[config.mk]
export PLATFORM = sky130hd
export DESIGN_NAME = hwswap_bridge
export DESIGN_NICKNAME = d
export VERILOG_FILES = /design/src/rtl/hwswap_pkg.sv /design/src/rtl/hwswap_dp.sv /design/src/rtl/hwswap_ctrl.sv /design/src/rtl/hwswap_bridge.sv
export SDC_FILE = /design/constraint.sdc
export NUM_CORES = 1
export LEC_CHECK = 0
export ABC_AREA = 1
export CAP_MARGIN = 10
export CORE_MARGIN = 2
export CORE_UTILIZATION = 51
export CTS_BUF_LIST = sky130_fd_sc_hd__clkbuf_4
export CTS_CLUSTER_SIZE = 40
export DETAILED_ROUTE_END_ITERATION = 10
export PLACE_DENSITY_LB_ADDON = 0.1
export SLEW_MARGIN = 20
export SYNTH_ARGS = -nofsm -noshare
export SYNTH_HDL_FRONTEND = slang
export SYNTH_SLANG_ARGS = --single-unit
[constraint.sdc]
create_clock -name clk -period 2.19 [get_ports clk]
set_input_delay 0.657 -clock clk [delete_from_list [all_inputs] [get_ports clk]]
set_output_delay 0.657 -clock clk [all_outputs]
set_load 0.02 [all_outputs]
[src/rtl/hwswap_pkg.sv]
package hwswap_pkg;
  typedef enum logic [2:0] {ST_IDLE, ST_WR, ST_RDREQ, ST_RDWAIT, ST_FIN} state_t;

  // Strobes from control to datapath
  typedef struct packed {
    logic load;  // capture a new request
    logic step;  // one beat has completed
  } dpStrobe_t;

  function automatic logic [15:0] swapHalf(input logic [15:0] v);
    return {v[7:0], v[15:8]};
  endfunction
endpackage

[src/rtl/hwswap_dp.sv]
module hwswap_dp
  import hwswap_pkg::*;
#(
  parameter int ADDR_W      = 32,
  parameter int LEN_W       = 16,
  parameter int CHUNK_BYTES = 64
) (
  input  logic              clk,
  input  logic              rstN,
  input  dpStrobe_t         strobe,
  input  logic              baseWe,
  input  logic [ADDR_W-1:0] baseIn,
  input  logic              reqWrite,
  input  logic              noSwap,
  input  logic [ADDR_W-1:0] reqAddr,
  input  logic [LEN_W-1:0]  reqLen,
  input  logic [15:0]       perWrData,
  input  logic [15:0]       memRspData,
  input  logic              memReqValid,
  input  logic              memReqReady,
  output logic              zeroLen,
  output logic              lastBeat,
  output logic [ADDR_W-1:0] memReqAddr,
  output logic [15:0]       memReqData,
  output logic [1:0]        memBytes,
  output logic              memLast,
  output logic [15:0]       perRdData
);
  localparam int CHUNK_BEATS = CHUNK_BYTES / 2;
  localparam int CW = (CHUNK_BEATS > 1) ? $clog2(CHUNK_BEATS) : 1;

  logic [ADDR_W-1:0] baseReg, curAddr, effAddr;
  logic [LEN_W-1:0]  remBytes, effLen;
  logic [CW-1:0]     chunkCnt;
  logic              swapQ, writeQ, chunkEnd;

  assign effAddr = (reqAddr | baseReg) & ~{{(ADDR_W-1){1'b0}}, ~noSwap};
  assign effLen  = reqLen & ~{{(LEN_W-1){1'b0}}, ~noSwap};
  assign zeroLen = (effLen == '0);

  always_ff @(posedge clk or negedge rstN) begin
    if (!rstN) baseReg <= '0;
    else if (baseWe) baseReg <= baseIn;
  end

  assign lastBeat = (remBytes <= LEN_W'(2));
  assign chunkEnd = (chunkCnt == CW'(CHUNK_BEATS - 1));

  always_ff @(posedge clk or negedge rstN) begin
    if (!rstN) begin
      curAddr  <= '0;
      remBytes <= '0;
      chunkCnt <= '0;
      swapQ    <= 1'b0;
      writeQ   <= 1'b0;
    end else if (strobe.load) begin
      curAddr  <= effAddr;
      remBytes <= effLen;
      chunkCnt <= '0;
      swapQ    <= ~noSwap;
      writeQ   <= reqWrite;
    end else if (strobe.step) begin
      curAddr  <= curAddr + ADDR_W'(2);
      remBytes <= lastBeat ? '0 : remBytes - LEN_W'(2);
      chunkCnt <= chunkEnd ? '0 : chunkCnt + CW'(1);
    end
  end

  assign memReqAddr = curAddr;
  assign memBytes   = (remBytes >= LEN_W'(2)) ? 2'd2 : 2'd1;
  assign memLast    = lastBeat | (swapQ & writeQ & chunkEnd);
  assign memReqData = swapQ ? swapHalf(perWrData) : perWrData;
  assign perRdData  = swapQ ? swapHalf(memRspData) : memRspData;

  // Independent burst-length counter for checking
  logic [LEN_W-1:0] sinceLast;
  always_ff @(posedge clk or negedge rstN) begin
    if (!rstN) sinceLast <= '0;
    else if (strobe.load) sinceLast <= '0;
    else if (memReqValid && memReqReady) sinceLast <= memLast ? '0 : sinceLast + LEN_W'(1);
  end

  a_r6_burst_bound: assert property (@(posedge clk) disable iff (!rstN)
    (memReqValid && memReqReady && swapQ && writeQ) |-> (sinceLast < LEN_W'(CHUNK_BEATS)));
  a_r2_even_addr: assert property (@(posedge clk) disable iff (!rstN)
    (memReqValid && swapQ) |-> (memReqAddr[0] == 1'b0));
  a_r7_hold_addr: assert property (@(posedge clk) disable iff (!rstN)
    (memReqValid && !memReqReady) |=> $stable(memReqAddr));
endmodule

[src/rtl/hwswap_ctrl.sv]
module hwswap_ctrl
  import hwswap_pkg::*;
(
  input  logic      clk,
  input  logic      rstN,
  input  logic      reqValid,
  input  logic      reqWrite,
  input  logic      zeroLen,
  input  logic      lastBeat,
  input  logic      perWrValid,
  input  logic      memReqReady,
  input  logic      memRspValid,
  output dpStrobe_t strobe,
  output logic      busy,
  output logic      done,
  output logic      memReqValid,
  output logic      memReqWrite,
  output logic      perWrReady,
  output logic      perRdValid
);
  state_t state, nextState;

  always_comb begin
    strobe.load = (state == ST_IDLE) && reqValid;
    strobe.step = ((state == ST_WR) && perWrValid && memReqReady) ||
                  ((state == ST_RDWAIT) && memRspValid);
    nextState = state;
    case (state)
      ST_IDLE:   if (reqValid) nextState = zeroLen ? ST_FIN : (reqWrite ? ST_WR : ST_RDREQ);
      ST_WR:     if (strobe.step && lastBeat) nextState = ST_FIN;
      ST_RDREQ:  if (memReqReady) nextState = ST_RDWAIT;
      ST_RDWAIT: if (memRspValid) nextState = lastBeat ? ST_FIN : ST_RDREQ;
      ST_FIN:    nextState = ST_IDLE;
      default:   nextState = ST_IDLE;
    endcase
  end

  always_ff @(posedge clk or negedge rstN) begin
    if (!rstN) state <= ST_IDLE;
    else state <= nextState;
  end

  assign busy        = (state != ST_IDLE);
  assign done        = (state == ST_FIN);
  assign memReqValid = ((state == ST_WR) && perWrValid) || (state == ST_RDREQ);
  assign memReqWrite = (state == ST_WR);
  assign perWrReady  = (state == ST_WR) && memReqReady;
  assign perRdValid  = (state == ST_RDWAIT) && memRspValid;

  a_r9_done_releases: assert property (@(posedge clk) disable iff (!rstN)
    done |=> !busy);
  a_r9_mem_only_busy: assert property (@(posedge clk) disable iff (!rstN)
    memReqValid |-> busy);
  a_r8_zero_done: assert property (@(posedge clk) disable iff (!rstN)
    (state == ST_IDLE && reqValid && zeroLen) |=> (done && !memReqValid));
endmodule

[src/rtl/hwswap_bridge.sv]
module hwswap_bridge
  import hwswap_pkg::*;
#(
  parameter int ADDR_W      = 32,
  parameter int LEN_W       = 16,
  parameter int CHUNK_BYTES = 64
) (
  input  logic              clk,
  input  logic              rstN,
  input  logic              baseWe,
  input  logic [ADDR_W-1:0] baseIn,
  input  logic              reqValid,
  input  logic              reqWrite,
  input  logic              noSwap,
  input  logic [ADDR_W-1:0] reqAddr,
  input  logic [LEN_W-1:0]  reqLen,
  output logic              busy,
  output logic              done,
  input  logic              perWrValid,
  input  logic [15:0]       perWrData,
  output logic              perWrReady,
  output logic              perRdValid,
  output logic [15:0]       perRdData,
  output logic              memReqValid,
  input  logic              memReqReady,
  output logic              memReqWrite,
  output logic [ADDR_W-1:0] memReqAddr,
  output logic [15:0]       memReqData,
  output logic [1:0]        memBytes,
  output logic              memLast,
  input  logic              memRspValid,
  input  logic [15:0]       memRspData
);
  dpStrobe_t strobe;
  logic      zeroLen, lastBeat;

  hwswap_ctrl i_ctrl (
    .clk(clk), .rstN(rstN), .reqValid(reqValid), .reqWrite(reqWrite),
    .zeroLen(zeroLen), .lastBeat(lastBeat), .perWrValid(perWrValid),
    .memReqReady(memReqReady), .memRspValid(memRspValid), .strobe(strobe),
    .busy(busy), .done(done), .memReqValid(memReqValid),
    .memReqWrite(memReqWrite), .perWrReady(perWrReady), .perRdValid(perRdValid)
  );

  hwswap_dp #(.ADDR_W(ADDR_W), .LEN_W(LEN_W), .CHUNK_BYTES(CHUNK_BYTES)) i_dp (
    .clk(clk), .rstN(rstN), .strobe(strobe), .baseWe(baseWe), .baseIn(baseIn),
    .reqWrite(reqWrite), .noSwap(noSwap), .reqAddr(reqAddr), .reqLen(reqLen),
    .perWrData(perWrData), .memRspData(memRspData), .memReqValid(memReqValid),
    .memReqReady(memReqReady), .zeroLen(zeroLen), .lastBeat(lastBeat),
    .memReqAddr(memReqAddr), .memReqData(memReqData), .memBytes(memBytes),
    .memLast(memLast), .perRdData(perRdData)
  );
endmodule

==> Yosys cells after proc, flatten, opt, wreduce, memory -nomap -nowiden <==
Cells that the tools add are included.
{ "word_totals": {"ff_bits": 90, "latch_bits": 0, "ram_bits": 0, "romBits": 0, "inputBits": 121, "wordCells": 62, "mem_count": 0} }
{ "op_classes": {"add_sub_neg": 3, "multipliers": 0, "div_mod_pow": 0, "order_cmp": 2, "eq_ne": 9, "shifts": 0, "n_mux": 19, "bitwise": 9, "reduce_logical": 13} }
{ "ops": {"columns": ["op", "n"], "rows": [
  ["16-bit 2-to-1 mux", 5],
  ["32-bit 2-to-1 mux", 2],
  ["32-bit by 2-bit adder with 32-bit output (second input constant)", 1],
  ["32-bit AND", 1],
  ["1-bit inverter with 32-bit output", 1],
  ["32-bit OR", 1],
  ["3-bit 2-to-1 mux", 6],
  ["16-bit AND", 1],
  ["16-bit by 2-bit >= comparator with 1-bit output (second input constant)", 1],
  ["16-bit by 2-bit <= comparator with 1-bit output (second input constant)", 1],
  ["16-bit logical NOT", 1],
  ["1-bit inverter with 16-bit output", 1],
  ["16-bit by 2-bit subtractor with 16-bit output (second input constant)", 1],
  ["5-bit 2-to-1 mux", 3],
  ["3-bit case mux with 4 select lines", 1],
  ["3-bit by 2-bit == test with 1-bit output (second input constant)", 2],
  ["1-bit logical AND", 6],
  ["2-bit inequality test (second input constant)", 3],
  ["5-bit by 1-bit adder with 5-bit output (second input constant)", 1],
  ["5-bit == test (second input constant)", 1],
  ["2-bit 2-to-1 mux", 2],
  ["4-bit AND reduction", 1],
  ["3-bit by 1-bit == test with 1-bit output (second input constant)", 1],
  ["3-bit == test (second input constant)", 1],
  ["other kinds (8)", 10]
]} }

==> Depth between registers and ports, before layout <==
Gate-level depths: netlist (run 1).
{ "logic_depth": {"depth_word": 7, "depth_mapped": 11, "mapped_depth_nobuf": 11} }

==> By module <==
A second synthesis (run 1) with hierarchy kept.
{ "hier_totals": {"hier_cells": 785, "area_unflattened_um2": 5759.3} }
{ "modules_own_cells": {"columns": ["mod", "n_inst", "cells_each", "area_each_um2"], "rows": [
  ["hwswap_dp", 1, 736, 5446.5],
  ["hwswap_ctrl", 1, 49, 312.8]
]} }

==> Worst setup path before layout (run 1) <==
No wires, ideal clock.
{ "synth_path": {"kind": "register to output", "from": "register i_dp.remBytes[3]", "to": "output port memBytes[1]", "t_arrival_ps": 1433, "setup_slack_ps": 100, "path_stages_with_launch": 7, "cell_sequence": "dfrtp_1 > nor2_1 > nand2_1 > nor2_1 > nand2_1 > nor2_1 > inv_1"} }
{ "synth_via": {"elab_chain_cells": 2} }
{ "synth_lines": {"columns": ["item", "line", "source"], "rows": [
  ["start, declared", "hwswap_dp.sv:33", "logic [LEN_W-1:0] remBytes, effLen;"],
  ["start signal, assigned", "hwswap_dp.sv:58", "remBytes <= effLen;"],
  ["start signal, assigned", "hwswap_dp.sv:64", "remBytes <= lastBeat ? '0 : remBytes - LEN_W'(2);"],
  ["16-bit by 2-bit >= comparator with 1-bit output", "hwswap_dp.sv:70", "assign memBytes = (remBytes >= LEN_W'(2)) ? 2'd2 : 2'd1;"],
  ["2-bit 2-to-1 mux", "hwswap_dp.sv:70", null],
  ["end, declared", "hwswap_bridge.sv:29", "output logic [1:0] memBytes,"]
]} }
No other way between the ends.

==> Worst setup path in the final report (run 1) <==
{ "layout_path": {"from": "register i_dp.chunkCnt[1]", "to": "output port memLast"} }
{ "layout_via": {"elab_chain_cells": 3} }
{ "layout_lines": {"columns": ["item", "line", "source"], "rows": [
  ["start, declared", "hwswap_dp.sv:34", "logic [CW-1:0] chunkCnt;"],
  ["start signal, assigned", "hwswap_dp.sv:65", "chunkCnt <= chunkEnd ? '0 : chunkCnt + CW'(1);"],
  ["5-bit == test", "hwswap_dp.sv:47", "assign chunkEnd = (chunkCnt == CW'(CHUNK_BEATS - 1));"],
  ["1-bit AND", "hwswap_dp.sv:71", "assign memLast = lastBeat | (swapQ & writeQ & chunkEnd);"],
  ["1-bit OR", "hwswap_dp.sv:71", null],
  ["end, declared", "hwswap_bridge.sv:30", "output logic memLast,"]
]} }
No other way between the ends.

==> results of run 1 <==
-- sequential cells by signal, indices dropped and copies added (netlist names) --
| name | count |
|---|---|
| i_dp.baseReg | 32 |
| i_dp.swapQ | 1 |
| i_dp.writeQ | 1 |
| i_dp.chunkCnt | 5 |
| i_dp.remBytes | 16 |
| i_dp.memReqAddr | 32 |
| i_ctrl.state | 3 |
-- placed cells by master (no fill, tap or decap), drive strengths merged, types with 2 or more instances in the layout --
| master | netlist | routed |
|---|---|---|
| dfrtp | 90 | 90 |
| xnor2 | 4 | 4 |
| dlygate4sd2 | 0 | 29 |
| nand4 | 7 | 7 |
| clkinv | 0 | 5 |
| mux2 | 32 | 32 |
| inv | 87 | 87 |
| xor2 | 6 | 6 |
| buf | 22 | 95 |
| o21ai | 71 | 71 |
| nand3 | 57 | 57 |
| nand3b | 7 | 7 |
| dlymetal6s2s | 0 | 2 |
| o211ai | 8 | 8 |
| o311ai | 3 | 3 |
| ha | 4 | 4 |
| o31ai | 5 | 5 |
| nand2 | 247 | 247 |
| or2 | 2 | 2 |
| clkdlybuf4s50 | 0 | 120 |
| nor2 | 115 | 115 |
| a31oi | 5 | 5 |
| nor3 | 7 | 7 |
| a22o | 2 | 2 |
| clkbuf | 8 | 12 |
| a21oi | 18 | 18 |
-- final cells by class --
class | count | area [sq um]
repair buffers | 249 | 2360
clock inverters | 6 | 57.6
inverters | 87 | 329
multi-input cells | 603 | 3050
clock buffers | 10 | 75.1
flip-flops and latches | 90 | 2250
fillers | 847 | 2590
well taps | 140 | 175
-- per-layer routing --
| metal | GRT usage (%) | share of wire (%) | up-vias |
|---|---|---|---|
| met5 | 0 | 0 | - |
| met4 | 13.0 | 3.5 | 0 |
| met3 | 6.11 | 6.6 | 44 |
| met2 | 47.0 | 49 | 198 |
| met1 | 33.9 | 41 | 2812 |
| li1 | - | - | 3076 |
-- through the flow --
| step | hold WS (ns) | util, % | power, mW | setup TNS (ns) |
|---|---|---|---|---|
| detailed placement | 0.477 | 74.5 | 8.75 | -13.81 |
| CTS | 0.214 | 74.3 | 9.35 | -0.312 |
| global route | 0.232 | 76.2 | 10.5 | -0.694 |
| finish | 0.196 | 76.2 | 9.72 | -0.206 |
| global placement | 0.470 | 74.5 | 8.64 | -13.29 |
| floorplan | 0.361 | - | 6.13 | 0 |
-- path summary, 6_finish.rpt --
path / from / end / depth (start not counted)
setup / recovery: i_dp.chunkCnt[1]$_DFFE_PN0P_ / memLast / 7
hold / removal: rstN / i_dp.remBytes[1]$_DFFE_PN0P_ / 2
setup reg to reg: i_dp.remBytes[1]$_DFFE_PN0P_ / i_dp.remBytes[15]$_DFFE_PN0P_ / 10
hold reg to reg: i_dp.memReqAddr[0]$_DFFE_PN0P_ / i_dp.memReqAddr[0]$_DFFE_PN0P_ / 2
max in group asynchronous: rstN / i_dp.baseReg[20]$_DFFE_PN0P_ / 2
min in group clk: i_dp.memReqAddr[0]$_DFFE_PN0P_ / i_dp.memReqAddr[0]$_DFFE_PN0P_ / 2
-- report_power, final --
group | total, mW | internal (mW) | switching [mW]
Clock | 0.929 | 0.354 | 0.575
Combinational | 6.00 | 2.55 | 3.45
Sequential | 2.79 | 2.21 | 0.584
-- cells by family (layout without fill, tap and decap cells) --
kind of cell / count (synthesis) / after routing / synth area share (%)
multiplexers: 32 / 32 / 6.32
adder cells (fa/ha/maj): 4 / 4 / 0.878
AO/OA/AOI/OAI: 114 / 114 / 11.1
buffers and inverters: 117 / 352 / 8.60
flip-flops: 90 / 90 / 39.5
AND/OR/NAND/NOR: 443 / 443 / 32.0
XOR/XNOR: 10 / 10 / 1.54
-- worst max-delay path: cells and delay by family, from the launching register on --
kind,cells,cell delay (ns)
buf+inv,1,0.11
simple gates,4,0.30
fa+ha+maj,2,0.39
flops,1,0.39
-- what timing repair did --
action / CTS / global route
pin swaps: 4 / 6
gates cloned: 0 / 2
endpoints found under the setup margin: 70 / 36
buffers inserted: 3 / 4
gates resized for setup: 241 / 74
==> out/results.ini, run 1 <==
[die]
rows = 38
die_h_um = 110
start_util_pct = 52.4
coreArea_sq_mm = 0.0109
io_pins = 194
die_area_sq_mm = 0.0120
die_w_um = 110

[critical_path]
crit_type = reg2out
critPathMaxStageDelay_ns = 0.39
worstPathCellList = ha_2 > nand2_2 > nor2_1 > ha_2 > nand3_2 > nand2_2 > buf_6
r2r_setup_slack_ns = 0.26
worstPathMaxFanout = 2
worstSetupStartpointType = flip-flop
slowest_stage = dfrtp_1
critPathRequiredTime_ns = 1.53
cp.arrival_ns = 1.65
worst_setup_path_end_kind = primary output

[synth]
synth_area_leaders = dfrtp_1, nand2_1, nor2_1, mux2_2, o21ai_0
synthFlopType = dfrtp_1
yosysTopAreaCellShare_pct = 39.5
synth.most_common_cell = nand2_1
syn_inst = 810
synthTopCellsByCount = nand2_1, nor2_1, dfrtp_1
yosysTopAreaCell = dfrtp_1
synth.ff_latch_count = 90
ys_warn_count = 0
avgSynthCellArea_sq_um = 7.04
ys_seq_area_share_pct = 39.5
synth-edff-count = 0
synthDistinctLibCells = 33
netlist_area_sq_mm = 0.00570
syn_nets = 935
synthArstFlopShare_pct = 100

[cells_and_area]
insertedDiodeCount = 0
final_nets = 1165
area_delta_synth_final_pct = 45.6
stdcell_count = 1185
stdcell_area_sq_mm = 0.00830
drive_above_1_share_pct = 17.5

[drt]
num_vias = 6130
wire_per_inst_um = 14.2
ant_nets = 0
firstDrtPassIters = 5
viasPerCell = 5.17
drc = 0
drt_first_iter_violations = 408
wirelength_mm = 16.8

[grt]
grt_pass1_vias = 5666
antenna_found_initial = 0
grt.total_usage_pct = 27.9
globalRouteOverflowTotal = 0
grt_max_degree = 91
grt_pass1_wl_mm = 26.2

[placement]
placedCellCount = 1160
globalplace.congestion = 0.925
io_buffers = 193
dpl_cell_area_sq_mm = 0.00811
pre_cts_ws_ns = -0.496
dp_hpwl_mm = 12.3

[clocking]
clk_path_buf_depth = 2
cts_htree_levels = 3
cts_tree = done
cts.sinks = 90
clkTransAtPathRegs_ns = 0.14
hold_buffers = 0
cts_buffers = 9
root_buffer = clkbuf_4
clkLatencyLatePin_ns = 0.47

[timing]
finalClockSkew_ns = 0.0130
fmax_mhz = 433
slew_violations = 0
slew_headroom_pct = 66.8
worst_pin_slew_ns = 0.498
finalHoldViolCount = 0
final.min_clock_period_ns = 2.31
grt_setup_unrepaired = yes
fin_crit_sh_pct = 105
setup_viol = 3
fin_ws_ns = -0.119

[power]
p_leak_nw = 4.00
ir_worst_vdd_mv = 0.629
power.density_mw_per_mm2 = 1170

[status]
status = finished, violations left
violations = negative setup slack

[worst_hold_path]
hp-class = in2async

[flow_run]
drv_cap = 0

(Power assumes the default switching activity.)
==> inputs of run 2 (changes only) <==
Settings changed: CORE_ASPECT_RATIO set to 1.5.
==> run 2 against run 1 <==
The run still ends with negative setup slack left. Wire length rose by 9.8%. Sequential share of layout area shrank 0.20 points. Worst setup slack better by 0.010 ns. Via count is 3.9% higher. Clock power shrank 7.3%. Utilization decreased by 0.20 points. Maximum frequency is 0.45% higher. Global-route usage is 2.9 points higher. Flip-flop and latch count unchanged. Die area up 0.14%. First-iteration DRC count fell by 40%. Critical path type unchanged. Largest power group unchanged. Highest routed layer unchanged.
==> out/results.ini, run 2 (synthesis gave the netlist of run 1 again) <==
[status]
status = finished, violations left  ; unchanged
violations = negative setup slack  ; unchanged

[timing]
worst_hold_slack_ns = 0.144  ; was 0.196 ns
grt_setup_unrepaired = yes  ; unchanged
slew_violations = 0  ; unchanged
setup_viol = 5  ; was 3
fmax_mhz = 435  ; was 433 MHz
final.setup.tns_ns = -0.286  ; was -0.206 ns
fin_crit_sh_pct = 105  ; about the same
worst_pin_slew_ns = 0.541  ; was 0.498 ns
slew_headroom_pct = 63.9  ; was 66.8%
final.min_clock_period_ns = 2.30  ; was 2.31 ns
finalClockSkew_ns = 0.0299  ; was 0.0130 ns
fin_ws_ns = -0.109  ; was -0.119 ns
finalHoldViolCount = 0  ; unchanged

[drt]
wirelength_mm = 18.4  ; was 16.8 mm
firstDrtPassIters = 5  ; unchanged
ant_nets = 0  ; unchanged
viasPerCell = 5.26  ; was 5.17
drc = 0  ; unchanged
num_vias = 6372  ; was 6130
drt_first_iter_violations = 245  ; was 408
wire_per_inst_um = 15.2  ; was 14.2 um

[clocking]
hold_buffers = 0  ; unchanged
clk_path_buf_depth = 2  ; unchanged
cts_htree_levels = 3  ; unchanged
clkLatencyLatePin_ns = 0.47  ; about the same
root_buffer = clkbuf_4  ; unchanged
cts.sinks = 90  ; unchanged
cts_tree = done  ; unchanged
cts_buffers = 9  ; unchanged
clkTransAtPathRegs_ns = 0.16  ; was 0.14 ns

[die]
die_w_um = 90.3  ; was 110 um
die_area_sq_mm = 0.0121  ; was 0.0120 sq mm
start_util_pct = 51.9  ; was 52.4%
coreArea_sq_mm = 0.0110  ; was 0.0109 sq mm
die_h_um = 134  ; was 110 um
io_pins = 194  ; unchanged
rows = 47  ; was 38

[critical_path]
slowest_stage = dfrtp_1  ; unchanged
worstPathMaxFanout = 2  ; unchanged
reg2reg_from = i_dp.remBytes[3]$_DFFE_PN0P_  ; was i_dp.remBytes[1]$_DFFE_PN0P_
r2r_cells = 16  ; was 10
crit_buf_inv = 1  ; unchanged
worstPathCellList = ha_2 > nand2_2 > nor2_2 > ha_2 > nand3_2 > nand2_2 > buf_6  ; was ha_2 > nand2_2 > nor2_1 > ha_2 > nand3_2 > nand2_2 > buf_6
endpoint = memLast  ; unchanged
rr_endpoint = i_dp.remBytes[12]$_DFFE_PN0P_  ; was i_dp.remBytes[15]$_DFFE_PN0P_
cp-startpoint = i_dp.chunkCnt[1]$_DFFE_PN0P_  ; unchanged
critPathRequiredTime_ns = 1.53  ; about the same
crit_type = reg2out  ; unchanged
cp.depth = 7  ; unchanged
r2r_setup_slack_ns = -0.03  ; was 0.26 ns
cp.arrival_ns = 1.64  ; was 1.65 ns
worst_setup_path_end_kind = primary output  ; unchanged
worstSetupStartpointType = flip-flop  ; unchanged
crit_family = flip-flops  ; unchanged
critPathMaxStageDelay_ns = 0.39  ; about the same

[power]
ir_worst_vdd_mv = 0.614  ; was 0.629 mV
power.density_mw_per_mm2 = 1150  ; was 1170 mW/mm^2
p_leak_nw = 4.03  ; was 4.00 nW

[cells_and_area]
fillCellCount = 873  ; was 847
final_nets = 1183  ; was 1165
drive_above_1_share_pct = 18.7  ; was 17.5%
fin_util_pct = 76.0  ; was 76.2%
layout_commonest_cell = nand2_1  ; unchanged
final_cell_mix = nand2_1, clkdlybuf4s50_1, nor2_1, dfrtp_1, inv_1  ; unchanged
area_delta_synth_final_pct = 46.6  ; was 45.6%
regArea_sq_mm = 0.00225  ; unchanged
multi_input_area_sq_mm = 0.00303  ; was 0.00305 sq mm

[placement]
io_buffers = 193  ; unchanged
globalplace.congestion = 0.948  ; was 0.925
dp_hpwl_mm = 13.5  ; was 12.3 mm

[worst_hold_path]
hp-class = in2async  ; unchanged

[grt]
grt_pass1_vias = 6300  ; was 5666
globalRouteOverflowTotal = 0  ; unchanged
grt_pass1_wl_mm = 29.9  ; was 26.2 mm
grt.total_usage_pct = 30.8  ; was 27.9%
antenna_found_initial = 1  ; was 0
grt_max_degree = 38  ; was 91

[flow_run]
drv_cap = 0  ; unchanged

-- run 2: cell types whose count changed in the layout (fill, tap and decap cells not counted), sizes merged --
| cell | before | now |
|---|---|---|
| buf | 95 | 115 |
| clkinvlp | 0 | 4 |
| clkinv | 5 | 2 |
| clkbuf | 12 | 10 |
| dlygate4sd2 | 29 | 31 |
| dlymetal6s2s | 2 | 0 |
| bufinv | 1 | 0 |
| diode | 0 | 1 |
-- run 2: layout make-up --
class                      instances  area share [%]
clock buffer                      10           0.898
timing repair buffer             267            29.3
clock inverter                     6           0.524
sequential                        90            27.0
multi-input combinational        603            36.2
antenna                            1          0.0299
tap                              147            2.20
inverter                          87            3.90
-- run 2: repair_timing --
action | CTS | global route
pin swaps | 12 | 12
endpoints found under the setup margin | 72 | 37
gates resized for setup | 253 | 37
endpoints found under the hold margin | 0 | 0
cloned | 0 | 0
buffers inserted | 17 | 7
-- run 2: worst min-delay path by stage --
stage	depth (start not counted)	end	slack, ns
after detailed placement	2	i_dp.writeQ$_DFFE_PN0P_	0.48
final	1	i_dp.remBytes[10]$_DFFE_PN0P_	0.14
after floorplan	0	i_ctrl.state[0]$_DFFE_PN0P_	0.36
after CTS	1	i_dp.memReqAddr[22]$_DFFE_PN0P_	0.15
after global routing	1	i_dp.chunkCnt[4]$_DFFE_PN0P_	0.16
after global placement	2	i_dp.writeQ$_DFFE_PN0P_	0.47
-- run 2: layer usage --
layer | vias to the layer above | GRT usage, % | share of wire, %
li1 | 3111 | - | -
met1 | 2969 | 33.3 | 37
met2 | 242 | 58.6 | 55
met3 | 50 | 5.49 | 4.8
met4 | 0 | 12.8 | 3.9
met5 | - | 0 | 0
-- run 2: power breakdown --
group,total [mW],switching [mW],internal (mW)
sequential,2.77,0.561,2.21
combinational,5.98,3.52,2.46
clock,0.861,0.616,0.245
total,9.61,4.70,4.92
-- run 2: metrics by stage --
step	worst slack [ns]	total power, mW	cell area (sq um)	std cells
6_report	-0.109	9.61	8360	1211
5_1_grt	-0.214	10.4	8360	1211
4_1_cts	-0.122	9.35	8250	1205
3_5_place_dp	-0.453	8.81	8140	1172
3_3_place_gp	-0.445	8.71	8140	1172
2_1_floorplan	0.0999	6.13	5700	810
-- run 2: worst register-to-register path: stages (launching register included) --
cell and delay [ns]:
dfrtp_1 0.42, nor2_2 0.12, nand2_1 0.09, nor2_2 0.15, nand2_2 0.09, buf_6 0.12, buf_6 0.10, buf_6 0.11
buf_6 0.10, buf_6 0.10, buf_6 0.10, buf_6 0.10, buf_6 0.10, buf_6 0.10, xor2_1 0.14, nand2_1 0.09
o211ai_1 0.10
